[src/rtl/fpu_stk_pkg.sv]
package fpu_stk_pkg;
  typedef enum logic [1:0] {
    TAG_VALID   = 2'b00,
    TAG_ZERO    = 2'b01,
    TAG_SPECIAL = 2'b10,
    TAG_EMPTY   = 2'b11
  } tag_e;

  typedef enum logic [1:0] {
    OP_PUSH  = 2'b00,
    OP_POP   = 2'b01,
    OP_READ  = 2'b10,
    OP_WRITE = 2'b11
  } op_e;
endpackage

[src/rtl/fpu_stk_classify.sv]
module fpu_stk_classify
  import fpu_stk_pkg::*;
#(
  parameter int MANT_W = 64,
  parameter int EXP_W  = 16
) (
  input  logic [MANT_W-1:0] mant_i,
  input  logic [EXP_W-1:0]  exp_i,
  output tag_e              tag_o
);
  always_comb begin
    if (&exp_i)                   tag_o = TAG_SPECIAL;
    else if (exp_i == '0 && mant_i == '0) tag_o = TAG_ZERO;
    else                          tag_o = TAG_VALID;
  end
endmodule

[src/rtl/fpu_stk_regfile.sv]
module fpu_stk_regfile #(
  parameter int NUM_REGS = 8,
  parameter int PTR_W    = 3,
  parameter int MANT_W   = 64,
  parameter int EXP_W    = 16
) (
  input  logic                clk_i,
  input  logic [NUM_REGS-1:0] wr_en_i,
  input  logic [MANT_W-1:0]   wr_mant_i,
  input  logic [EXP_W-1:0]    wr_exp_i,
  input  logic [PTR_W-1:0]    rd_slot_i,
  output logic [MANT_W-1:0]   rd_mant_o,
  output logic [EXP_W-1:0]    rd_exp_o
);
  logic [MANT_W-1:0] mant_q [NUM_REGS];
  logic [EXP_W-1:0]  exp_q  [NUM_REGS];

  // mantissa and exponent kept on separate paths
  for (genvar g = 0; g < NUM_REGS; g++) begin : g_slot
    always_ff @(posedge clk_i) begin
      if (wr_en_i[g]) begin
        mant_q[g] <= wr_mant_i;
        exp_q[g]  <= wr_exp_i;
      end
    end
  end

  assign rd_mant_o = mant_q[rd_slot_i];
  assign rd_exp_o  = exp_q[rd_slot_i];
endmodule

[src/rtl/fpu_stk_ctrl.sv]
module fpu_stk_ctrl
  import fpu_stk_pkg::*;
#(
  parameter int NUM_REGS = 8,
  parameter int PTR_W    = 3
) (
  input  logic                  clk_i,
  input  logic                  rst_ni,
  input  logic                  op_valid_i,
  input  logic [1:0]            op_i,
  input  logic [PTR_W-1:0]      idx_i,
  input  tag_e                  new_tag_i,
  output logic [PTR_W-1:0]      top_o,
  output logic [2*NUM_REGS-1:0] tag_word_o,
  output logic [1:0]            rd_tag_o,
  output logic [PTR_W-1:0]      rd_slot_o,
  output logic [NUM_REGS-1:0]   wr_en_o,
  output logic                  fault_o
);
  logic [PTR_W-1:0] top_q, st_slot, push_slot, tgt_slot;
  tag_e             tags_q [NUM_REGS];
  tag_e             tgt_tag;
  op_e              op;
  logic             fault_c, accept, is_push, is_pop, is_read, is_write;

  assign op        = op_e'(op_i);
  assign is_push   = op_valid_i && op == OP_PUSH;
  assign is_pop    = op_valid_i && op == OP_POP;
  assign is_read   = op_valid_i && op == OP_READ;
  assign is_write  = op_valid_i && op == OP_WRITE;

  assign st_slot   = top_q + idx_i;
  assign push_slot = top_q - 1'b1;

  always_comb begin
    if (is_push)     tgt_slot = push_slot;
    else if (is_pop) tgt_slot = top_q;
    else             tgt_slot = st_slot;
  end

  assign tgt_tag = tags_q[tgt_slot];
  assign fault_c = (is_push && tgt_tag != TAG_EMPTY)
                || ((is_pop || is_read) && tgt_tag == TAG_EMPTY);
  assign accept  = op_valid_i && !fault_c;

  always_comb begin
    wr_en_o = '0;
    if (accept && (is_push || is_write)) wr_en_o[tgt_slot] = 1'b1;
  end

  always_ff @(posedge clk_i or negedge rst_ni) begin
    if (!rst_ni) begin
      top_q   <= '0;
      fault_o <= 1'b0;
      for (int k = 0; k < NUM_REGS; k++) tags_q[k] <= TAG_EMPTY;
    end else begin
      fault_o <= fault_c;
      if (accept) begin
        if (is_push) begin
          top_q            <= push_slot;
          tags_q[tgt_slot] <= new_tag_i;
        end else if (is_pop) begin
          tags_q[top_q]    <= TAG_EMPTY;
          top_q            <= top_q + 1'b1;
        end else if (is_write) begin
          tags_q[tgt_slot] <= new_tag_i;
        end
      end
    end
  end

  for (genvar g = 0; g < NUM_REGS; g++) begin : g_pack
    assign tag_word_o[2*g +: 2] = tags_q[g];
  end

  assign top_o     = top_q;
  assign rd_slot_o = st_slot;
  assign rd_tag_o  = tags_q[st_slot];

  assert_push_moves_top_R3: assert property (@(posedge clk_i) disable iff (!rst_ni)
    (is_push && !fault_c) |=> top_o == PTR_W'($past(top_o) - 1'b1));

  assert_pop_empties_top_R5: assert property (@(posedge clk_i) disable iff (!rst_ni)
    (is_pop && !fault_c) |=> (tags_q[$past(top_o)] == TAG_EMPTY)
                             && top_o == PTR_W'($past(top_o) + 1'b1));

  assert_fault_keeps_state_R7: assert property (@(posedge clk_i) disable iff (!rst_ni)
    fault_o |-> ($stable(top_o) && $stable(tag_word_o)));

  assert_fault_follows_request_R11: assert property (@(posedge clk_i) disable iff (!rst_ni)
    fault_o |-> $past(op_valid_i) && $past(op_i) != OP_WRITE);

  assert_single_slot_write_R8: assert property (@(posedge clk_i) disable iff (!rst_ni)
    $onehot0(wr_en_o));

  assert_write_no_top_move_R10: assert property (@(posedge clk_i) disable iff (!rst_ni)
    is_write |=> $stable(top_o));
endmodule

[src/rtl/fpu_reg_stack.sv]
module fpu_reg_stack
  import fpu_stk_pkg::*;
#(
  parameter int NUM_REGS = 8,
  parameter int MANT_W   = 64,
  parameter int EXP_W    = 16,
  localparam int PTR_W   = $clog2(NUM_REGS),
  localparam int TW_W    = 2 * NUM_REGS
) (
  input  logic              clk_i,
  input  logic              rst_ni,
  input  logic              op_valid_i,
  input  logic [1:0]        op_i,
  input  logic [PTR_W-1:0]  idx_i,
  input  logic [MANT_W-1:0] wr_mant_i,
  input  logic [EXP_W-1:0]  wr_exp_i,
  output logic [MANT_W-1:0] rd_mant_o,
  output logic [EXP_W-1:0]  rd_exp_o,
  output logic [1:0]        rd_tag_o,
  output logic [PTR_W-1:0]  top_o,
  output logic [TW_W-1:0]   tag_word_o,
  output logic              fault_o
);
  tag_e                new_tag;
  logic [NUM_REGS-1:0] wr_en;
  logic [PTR_W-1:0]    rd_slot;

  fpu_stk_classify #(.MANT_W(MANT_W), .EXP_W(EXP_W)) u_classify (
    .mant_i (wr_mant_i),
    .exp_i  (wr_exp_i),
    .tag_o  (new_tag)
  );

  fpu_stk_ctrl #(.NUM_REGS(NUM_REGS), .PTR_W(PTR_W)) u_ctrl (
    .clk_i      (clk_i),
    .rst_ni     (rst_ni),
    .op_valid_i (op_valid_i),
    .op_i       (op_i),
    .idx_i      (idx_i),
    .new_tag_i  (new_tag),
    .top_o      (top_o),
    .tag_word_o (tag_word_o),
    .rd_tag_o   (rd_tag_o),
    .rd_slot_o  (rd_slot),
    .wr_en_o    (wr_en),
    .fault_o    (fault_o)
  );

  fpu_stk_regfile #(.NUM_REGS(NUM_REGS), .PTR_W(PTR_W), .MANT_W(MANT_W),
                    .EXP_W(EXP_W)) u_regfile (
    .clk_i     (clk_i),
    .wr_en_i   (wr_en),
    .wr_mant_i (wr_mant_i),
    .wr_exp_i  (wr_exp_i),
    .rd_slot_i (rd_slot),
    .rd_mant_o (rd_mant_o),
    .rd_exp_o  (rd_exp_o)
  );
endmodule

[config.mk]
export PLATFORM = sky130hd
export DESIGN_NAME = fpu_reg_stack
export DESIGN_NICKNAME = d
export VERILOG_FILES = /design/src/rtl/fpu_stk_pkg.sv /design/src/rtl/fpu_stk_classify.sv /design/src/rtl/fpu_stk_regfile.sv /design/src/rtl/fpu_stk_ctrl.sv /design/src/rtl/fpu_reg_stack.sv
export SDC_FILE = /design/constraint.sdc
export NUM_CORES = 1
export LEC_CHECK = 0
export BUFFER_PORTS_ARGS = -buffer_cell sky130_fd_sc_hd__buf_4
export CORE_ASPECT_RATIO = 1.1
export CORE_MARGIN = 5
export CORE_UTILIZATION = 40
export CTS_BUF_LIST = sky130_fd_sc_hd__clkbuf_8 sky130_fd_sc_hd__clkbuf_16
export DETAILED_ROUTE_END_ITERATION = 10
export HOLD_SLACK_MARGIN = 0.02
export MAX_ROUTING_LAYER = met4
export SLEW_MARGIN = 20
export SYNTH_ARGS = -nofsm -noshare
export SYNTH_HDL_FRONTEND = slang
export SYNTH_SLANG_ARGS = --single-unit
[constraint.sdc]
create_clock -name clk_i -period 9.7 [get_ports clk_i]
set_clock_uncertainty 0.2 [all_clocks]
set_input_delay 0.97 -clock clk_i [delete_from_list [all_inputs] [get_ports clk_i]]
set_output_delay 0.97 -clock clk_i [all_outputs]
set_load 0.005 [all_outputs]
## Word-level counts from Yosys, hierarchy flattened

Memories as Yosys holds them, arrays and structs flattened.
Cells that the tools add are included.

- Output and inout port bits: 102
- Word-level logic and storage cells: 150
- Memories kept: 2
- Bits in registers: 20
- Input bits: 88
- Memory bits (writable): 640

- Equal/unequal tests: 5
- Order comparisons: 7
- Reductions and logical operators: 38
- Bitwise gates (word level): 4
- Add/subtract/negate cells: 3
- Mux-type cells: 81

Memory list:

| memory | words | bits a word | rd ports | clocked after memory_dff | wr ports | RTL line | source |
|---|---|---|---|---|---|---|---|
| u_regfile.mant_q | 8 | 64 | 1 | 0 | 1 | fpu_stk_regfile.sv:15 | `logic [MANT_W-1:0] mant_q [NUM_REGS];` |
| u_regfile.exp_q | 8 | 16 | 1 | 0 | 1 | fpu_stk_regfile.sv:16 | `logic [EXP_W-1:0] exp_q [NUM_REGS];` |

Operators by type and width:

| cell | count |
|---|---|
| 64-bit two-way mux | 7 |
| 64-bit OR reduction | 7 |
| 16-bit two-way mux | 10 |
| 16-bit OR reduction | 7 |
| 64-bit zero test | 1 |
| 3-bit two-way mux | 18 |
| 1-bit two-way mux | 32 |
| 16-bit bitwise mux | 1 |
| 16-bit zero test | 1 |
| 16-bit bitwise OR | 1 |
| 16-bit AND reduction | 1 |
| 2-bit two-way mux | 7 |
| 2-bit binary-select mux with 3-bit select | 2 |
| 2-bit demux with 3-bit select | 2 |
| 4-bit greater-or-equal comparator (second input constant) | 3 |
| 1-bit logical AND | 12 |
| 3-bit inverter with 4-bit output | 3 |
| 4-bit by 1-bit < comparator with 1-bit output (second input constant) | 2 |
| 8-bit two-way mux | 1 |
| 2-bit == test (second input constant) | 3 |
| 3-bit by 4-bit < comparator with 1-bit output (second input constant) | 1 |
| 2-bit AND reduction | 2 |
| 3-bit by 1-bit adder with 3-bit output (second input constant) | 1 |
| 3-bit adder | 1 |
| 10 further kinds | 12 |

## Longest topological paths before layout

- Depth after elaboration: 25
- Gate-level depth with buffers: 12
- Depth with buffers taken out: 10

## Modules after synthesis

A second synthesis with hierarchy kept.

- Cell total of the unflattened synthesis: 1144
- Area, all modules: 25978.7 um2

Modules (own cells, without submodules):

| module | seq. area each (um2) | instances | cells an instance | area each (um2) |
|---|---|---|---|---|
| fpu_stk_regfile | 19218.4 | 1 | 925 | 23994.3 |
| fpu_stk_ctrl | 520.5 | 1 | 187 | 1773.0 |
| fpu_stk_classify | 0.0 | 1 | 32 | 211.5 |

## Worst setup path after synthesis

OpenSTA, ideal clock, no wires.

- Path type: input to register
- From: in idx_i[0]
- To: mem u_regfile.exp_q[4][0], enable pin
- Arrival time: 6.743 ns
- Stages: 12
- Buffers on the path: 2
- Setup time: 0.519 ns
- Required time: 8.981 ns
- Setup slack: 2.238 ns
- Cell sequence: ha_1 inv_1 fa_1 xnor2_2 xor2_1 buf_2 a2bb2oi_1 o22ai_1 or4_1 buf_6 a21boi_2 nor2_1

- Elaborated cells between the ends (all ways): 58
- Those cells by class: add/sub: 1; order compare: 2; eq/ne: 2; mux: 38; bitwise: 1; reduce/logical: 14

RTL lines:

| what | RTL line | source |
|---|---|---|
| from (decl) | fpu_reg_stack.sv:14 | `input logic [PTR_W-1:0] idx_i,` |
| 3-bit adder (*) | fpu_stk_ctrl.sv:32 | `assign st_slot = top_q + idx_i;` |
| 3-bit two-way mux (*) | fpu_stk_ctrl.sv:37 | `else if (is_pop) tgt_slot = top_q;` |
| 3-bit two-way mux (*) | fpu_stk_ctrl.sv:36 | `if (is_push) tgt_slot = push_slot;` |
| 3-bit inverter with 4-bit output (not written as such) | fpu_stk_ctrl.sv:41 | `assign tgt_tag = tags_q[tgt_slot];` |
| 2-bit binary-select mux with 3-bit select | fpu_stk_ctrl.sv:41 |  |
| 2-bit two-way mux (not written as such) (2 in a row) | fpu_stk_ctrl.sv:41 |  |
| 2-bit != test / 2-bit == test (equally long branches) | fpu_stk_ctrl.sv:42, fpu_stk_ctrl.sv:43 |  |
| 1-bit logical AND, on equally long branches | fpu_stk_ctrl.sv:42, fpu_stk_ctrl.sv:43 |  |
| [... 2 more ...] | -- |  |
| 1-bit logical AND | fpu_stk_ctrl.sv:44 | `assign accept = op_valid_i && !fault_c;` |
| 1-bit logical AND | fpu_stk_ctrl.sv:48 | `if (accept && (is_push \|\| is_write)) wr_en_o[tgt_slot] = 1'b1;` |
| 8-bit two-way mux (*) | fpu_stk_ctrl.sv:48 |  |
| via u_ctrl.wr_en_o[4] | fpu_stk_ctrl.sv:17 | `output logic [NUM_REGS-1:0] wr_en_o,` |
| 1-bit two-way mux (*) | fpu_stk_regfile.sv:21 | `if (wr_en_i[g]) begin` |
| 1-bit two-way mux (not written as such) (*) | fpu_stk_regfile.sv:23 | `exp_q[g] <= wr_exp_i;` |
| 16-bit OR reduction (no source line) | -- |  |
| 3-bit two-way mux (no source line) / 1-bit two-way mux (equally long branches) (4 in a row) | -- |  |
| to (decl) | fpu_stk_regfile.sv:16 |  |

Mark *: on every way through the listed nets, which the timed path passes. The rest lies on a longest branch. The select of a mux whose other input is x is not followed.

## Final worst setup path

- From: reg u_ctrl.top_q[0], in the netlist u_ctrl.top_o[0]
- To: mem u_regfile.mant_q[2][43], enable pin

- Elaborated cells between the ends (all ways): 59
- Those cells by class: add/sub: 2; order compare: 2; eq/ne: 2; mux: 38; bitwise: 1; reduce/logical: 14

RTL lines:

| what | RTL line | source |
|---|---|---|
| from (decl) | fpu_stk_ctrl.sv:20 | `logic [PTR_W-1:0] top_q, st_slot, push_slot, tgt_slot;` |
| from (signal assigned) | fpu_stk_ctrl.sv:60 | `top_q <= push_slot;` |
| from (signal assigned) | fpu_stk_ctrl.sv:64 | `top_q <= top_q + 1'b1;` |
| 3-bit adder | fpu_stk_ctrl.sv:32 |  |
| 3-bit two-way mux | fpu_stk_ctrl.sv:37 |  |
| 3-bit two-way mux (*) | fpu_stk_ctrl.sv:36 |  |
| 3-bit inverter with 4-bit output (not written as such) | fpu_stk_ctrl.sv:41 |  |
| 2-bit binary-select mux with 3-bit select | fpu_stk_ctrl.sv:41 |  |
| 2-bit two-way mux (not written as such) (2 in a row) | fpu_stk_ctrl.sv:41 |  |
| 2-bit != test / 2-bit == test (equally long branches) | fpu_stk_ctrl.sv:42, fpu_stk_ctrl.sv:43 |  |
| 1-bit logical AND, on equally long branches | fpu_stk_ctrl.sv:42, fpu_stk_ctrl.sv:43 |  |
| [... 2 more ...] | -- |  |
| 1-bit logical AND | fpu_stk_ctrl.sv:44 |  |
| 1-bit logical AND | fpu_stk_ctrl.sv:48 |  |
| 8-bit two-way mux (*) | fpu_stk_ctrl.sv:48 |  |
| via u_ctrl.wr_en_o[2] | fpu_stk_ctrl.sv:17 |  |
| 1-bit two-way mux (*) | fpu_stk_regfile.sv:21 |  |
| 1-bit two-way mux (not written as such) (*) | fpu_stk_regfile.sv:22 | `mant_q[g] <= wr_mant_i;` |
| 64-bit OR reduction (no source line) | -- |  |
| 3-bit two-way mux (no source line) / 1-bit two-way mux (equally long branches) (6 in a row) | -- |  |
| to (decl) | fpu_stk_regfile.sv:15 |  |

Marks and branches as above.

==> metrics <==
outcome complete, no violations; Synth Net Count between 1000 and 1500; initial antenna violation count 7; IO Count 190; Main synth FF type edfxtp_1; CTS HTree Levels 3; Min-Delay Endpoint u_regfile.mant_q[3][59]$_DFFE_PP_; Gate power share between 30% and 40%; PostCTS Resize Cnt 0; Clk network pwr share about a quarter; top-area cell type share of the netlist area roughly three quarters; worst hold path depth 1; largest cells by area after synthesis edfxtp_1, mux4_2, mux2_2, dfstp_2, mux2_1; Async SR Flop Fraction ~3%; endpoints failing setup 0; GRT Resource Usage Total 17.6%; DRC 0; Worst-Skew Late Latency approximately 0.60 ns; Worst-path clk slew around 0.060 ns; Setup CP Type flip-flop to flip-flop; via count of the first global-routing pass about 13000; DRT Pass-1 Iters 5; DP Wirelength 35.4 mm; Final Routed Wirelength a little under 60 mm; Final Max Tran Viols 0; final instance area approximately 30000 um2; port bufs around 190; DIE HEIGHT about 280 um; worst-path fanout max between 50 and 60; minimum clock period roughly 6.5 ns; # fillers 5216; post-layout util about 48%; cells on worst reg2reg path 10; crit-path max cell delay between 1 and 1.5 ns; r2r endpoint u_regfile.mant_q[2][43]$_DFFE_PP_; Die X-Extent 252 um; R2R setup slack about 3.2 ns; Rows 97; worst r2r src u_ctrl.top_o[0]$_DFFE_PN0P_; Setup Fix Bufs, Post-CTS 0; syn avg cell area 23.0 um2; Hold Crit Start wr_mant_i[59]; P per Cell Area slightly above 300 nW/um2; global-route wire length before repair 87.9 mm; GR Overflow Total 0; Flop pwr share between 30% and 40%; cell type with the largest total area after synthesis edfxtp_1; DR iter-0 viols a little over 1000; Psw ~2.8 mW; top-count cell post-synth edfxtp_1; post-synthesis cell count 1115; number of flops mapped to enable cells by yosys 640; VDD IR-drop max approximately 0.0004 V; Cell Chain, Critical Path ha_4 -> inv_1 -> fa_4 -> nor2_1 -> a222oi_1 -> o2bb2ai_2 -> or4_1 -> a21boi_2 -> nor2_4 -> buf_4; clk root buf clkbuf_16; top post-synthesis cells by count edfxtp_1, mux4_2, mux2_2; Slew @ Worst Pin approximately 1.1 ns; Synth Cell Area around 26000 um2; CP max stage cell fa_4; RSZ-0062 raised after global routing false; TNS Setup 0 ns; dpl cell area roughly 28000 um2; Ys Warns 0; Pint 6.61 mW; Max-Cap Viols 0; clock sinks 660; #FFs+latches synth 660; Via density approximately 5.4; TritonCTS clock tree done; nets 1428; Hold Vio Cnt, Final 0; Cell variety after synth 48; largest net degree at the start of global routing ~150; Area Growth Syn to Fin 18.0%; routed len/inst 26.7 um; CP Data Arrival Time between 6 and 7 ns; CP Launch Type flip-flop; Vias 12100; Worst Hold Class primary input to flip-flop; core area about 64000 um2; layout cells sized above 1 42.3%; Starting Density between 40% and 50%; register area share after synthesis between 70% and 80%; leak pwr around 10 nW; Peak Freq roughly 150 MHz; Worst Path Required about 10 ns; deepest clock path buffer count 3; die area 69400 um2; Worst Setup End Kind flip-flop; Post-DRT Antenna Nets 0; Placer Congestion ~0.76; fin crit share around two thirds; Slew headroom 28.7%; sw frac between 30 and 40%; CTS buffer count 66
-- power by group through the flow --
| stage | combinational, mW | clock, mW | sequential (mW) |
|---|---|---|---|
| 6_report | 3.51 | 2.46 | 3.48 |
| 2_1_floorplan | 2.11 | 0 | 3.53 |
| 3_5_place_dp | 3.61 | 0 | 3.54 |
| 4_1_cts | 3.62 | 2.52 | 3.48 |
| 3_3_place_gp | 3.60 | 0 | 3.53 |
| 5_1_grt | 3.78 | 2.65 | 3.50 |
-- kinds of logic (layout without fill, tap and decap cells) --
group | after synthesis | count (layout) | share of synthesized area, %
compound gates | 34 | 34 | 1.05
xor+xnor | 8 | 8 | 0.302
fa+ha+maj | 4 | 4 | 0.224
buf+inv | 58 | 327 | 0.979
flops | 660 | 660 | 76.8
mux | 268 | 268 | 18.9
other cells | 0 | 7 | 0
simple gates | 83 | 83 | 1.72
-- cell usage in the layout, fill, tap and decap left out, drive strengths merged, types with 6 or more instances in the layout --
cell type	n
nand4	9
dfstp	16
inv	24
nand3	6
mux4	164
buf	205
mux2	99
nand2	19
a21oi	15
nor2	13
clkinv	22
edfxtp	640
diode	7
nor4	21
clkbuf	66
-- cell type report --
| type | instances | area [um2] | share of cell area (%) |
|---|---|---|---|
| well taps | 841 | 1050 | 3.47 |
| clock inverters | 50 | 440 | 1.45 |
| repair buffers | 206 | 1610 | 5.31 |
| diodes | 7 | 17.5 | 0.0577 |
| clock buffers | 66 | 1650 | 5.44 |
| multi-input cells | 397 | 5810 | 19.1 |
| inverters | 5 | 18.8 | 0.0619 |
| flip-flops and latches | 660 | 19700 | 65.1 |
-- metal layers --
metal / up-vias / GRT usage [%] / wire length [um]
li1: 5202 / - / -
met1: 6531 / 22.3 / 24500
met2: 313 / 29.7 / 31100
met3: 83 / 3.14 / 2660
met4: 0 / 4.81 / 1270
met5: - / - / 0
-- worst max path at each step --
| stage | from | endpoint | slack [ns] | depth (start not counted) |
|---|---|---|---|---|
| 2_1_floorplan | idx_i[0] | u_regfile.exp_q[4][0]$_DFFE_PP_ | 2.24 | 12 |
| 3_3_place_gp | idx_i[0] | u_regfile.mant_q[2][31]$_DFFE_PP_ | 2.80 | 11 |
| 3_5_place_dp | idx_i[0] | u_regfile.mant_q[2][58]$_DFFE_PP_ | 2.70 | 11 |
| 4_1_cts | u_ctrl.top_o[0]$_DFFE_PN0P_ | u_regfile.mant_q[2][43]$_DFFE_PP_ | 3.18 | 10 |
| 5_1_grt | u_ctrl.top_o[0]$_DFFE_PN0P_ | u_regfile.mant_q[2][43]$_DFFE_PP_ | 2.94 | 10 |
| 6_report | u_ctrl.top_o[0]$_DFFE_PN0P_ | u_regfile.mant_q[2][43]$_DFFE_PP_ | 3.24 | 10 |
-- through the flow --
stage	hold WS [ns]	worst slack [ns]	power, mW	cells
floorplan	0.426	2.24	5.63	1115
global route	0.385	2.94	9.93	2232
detailed placement	0.457	2.70	7.15	2108
global placement	0.456	2.80	7.13	2108
finish	0.405	3.24	9.45	2232
CTS	0.370	3.18	9.62	2225
-- flip-flops by register name, summed over array words and instances, names as in the netlist --
signal	flops
u_regfile.mant_q	512
u_ctrl.tag_word_o	16
u_ctrl.top_o	3
u_regfile.exp_q	128
u_ctrl.fault_o	1
-- worst max-delay path, delay by kind of cell, from the launching register on --
kind	cells	cell delay, ns
DFF	1	0.51
AOI/OAI and AO/OA	3	1.16
buffers and inverters	2	0.94
and+or+nand+nor	3	1.54
adders and majority gates	2	1.60
-- repair_timing --
item,4_1_cts,5_1_grt
setup endpoints to repair,0,0
hold endpoints to repair,4,0
hold buffers,1,0
Note: power is estimated with default switching activity, not from simulation.
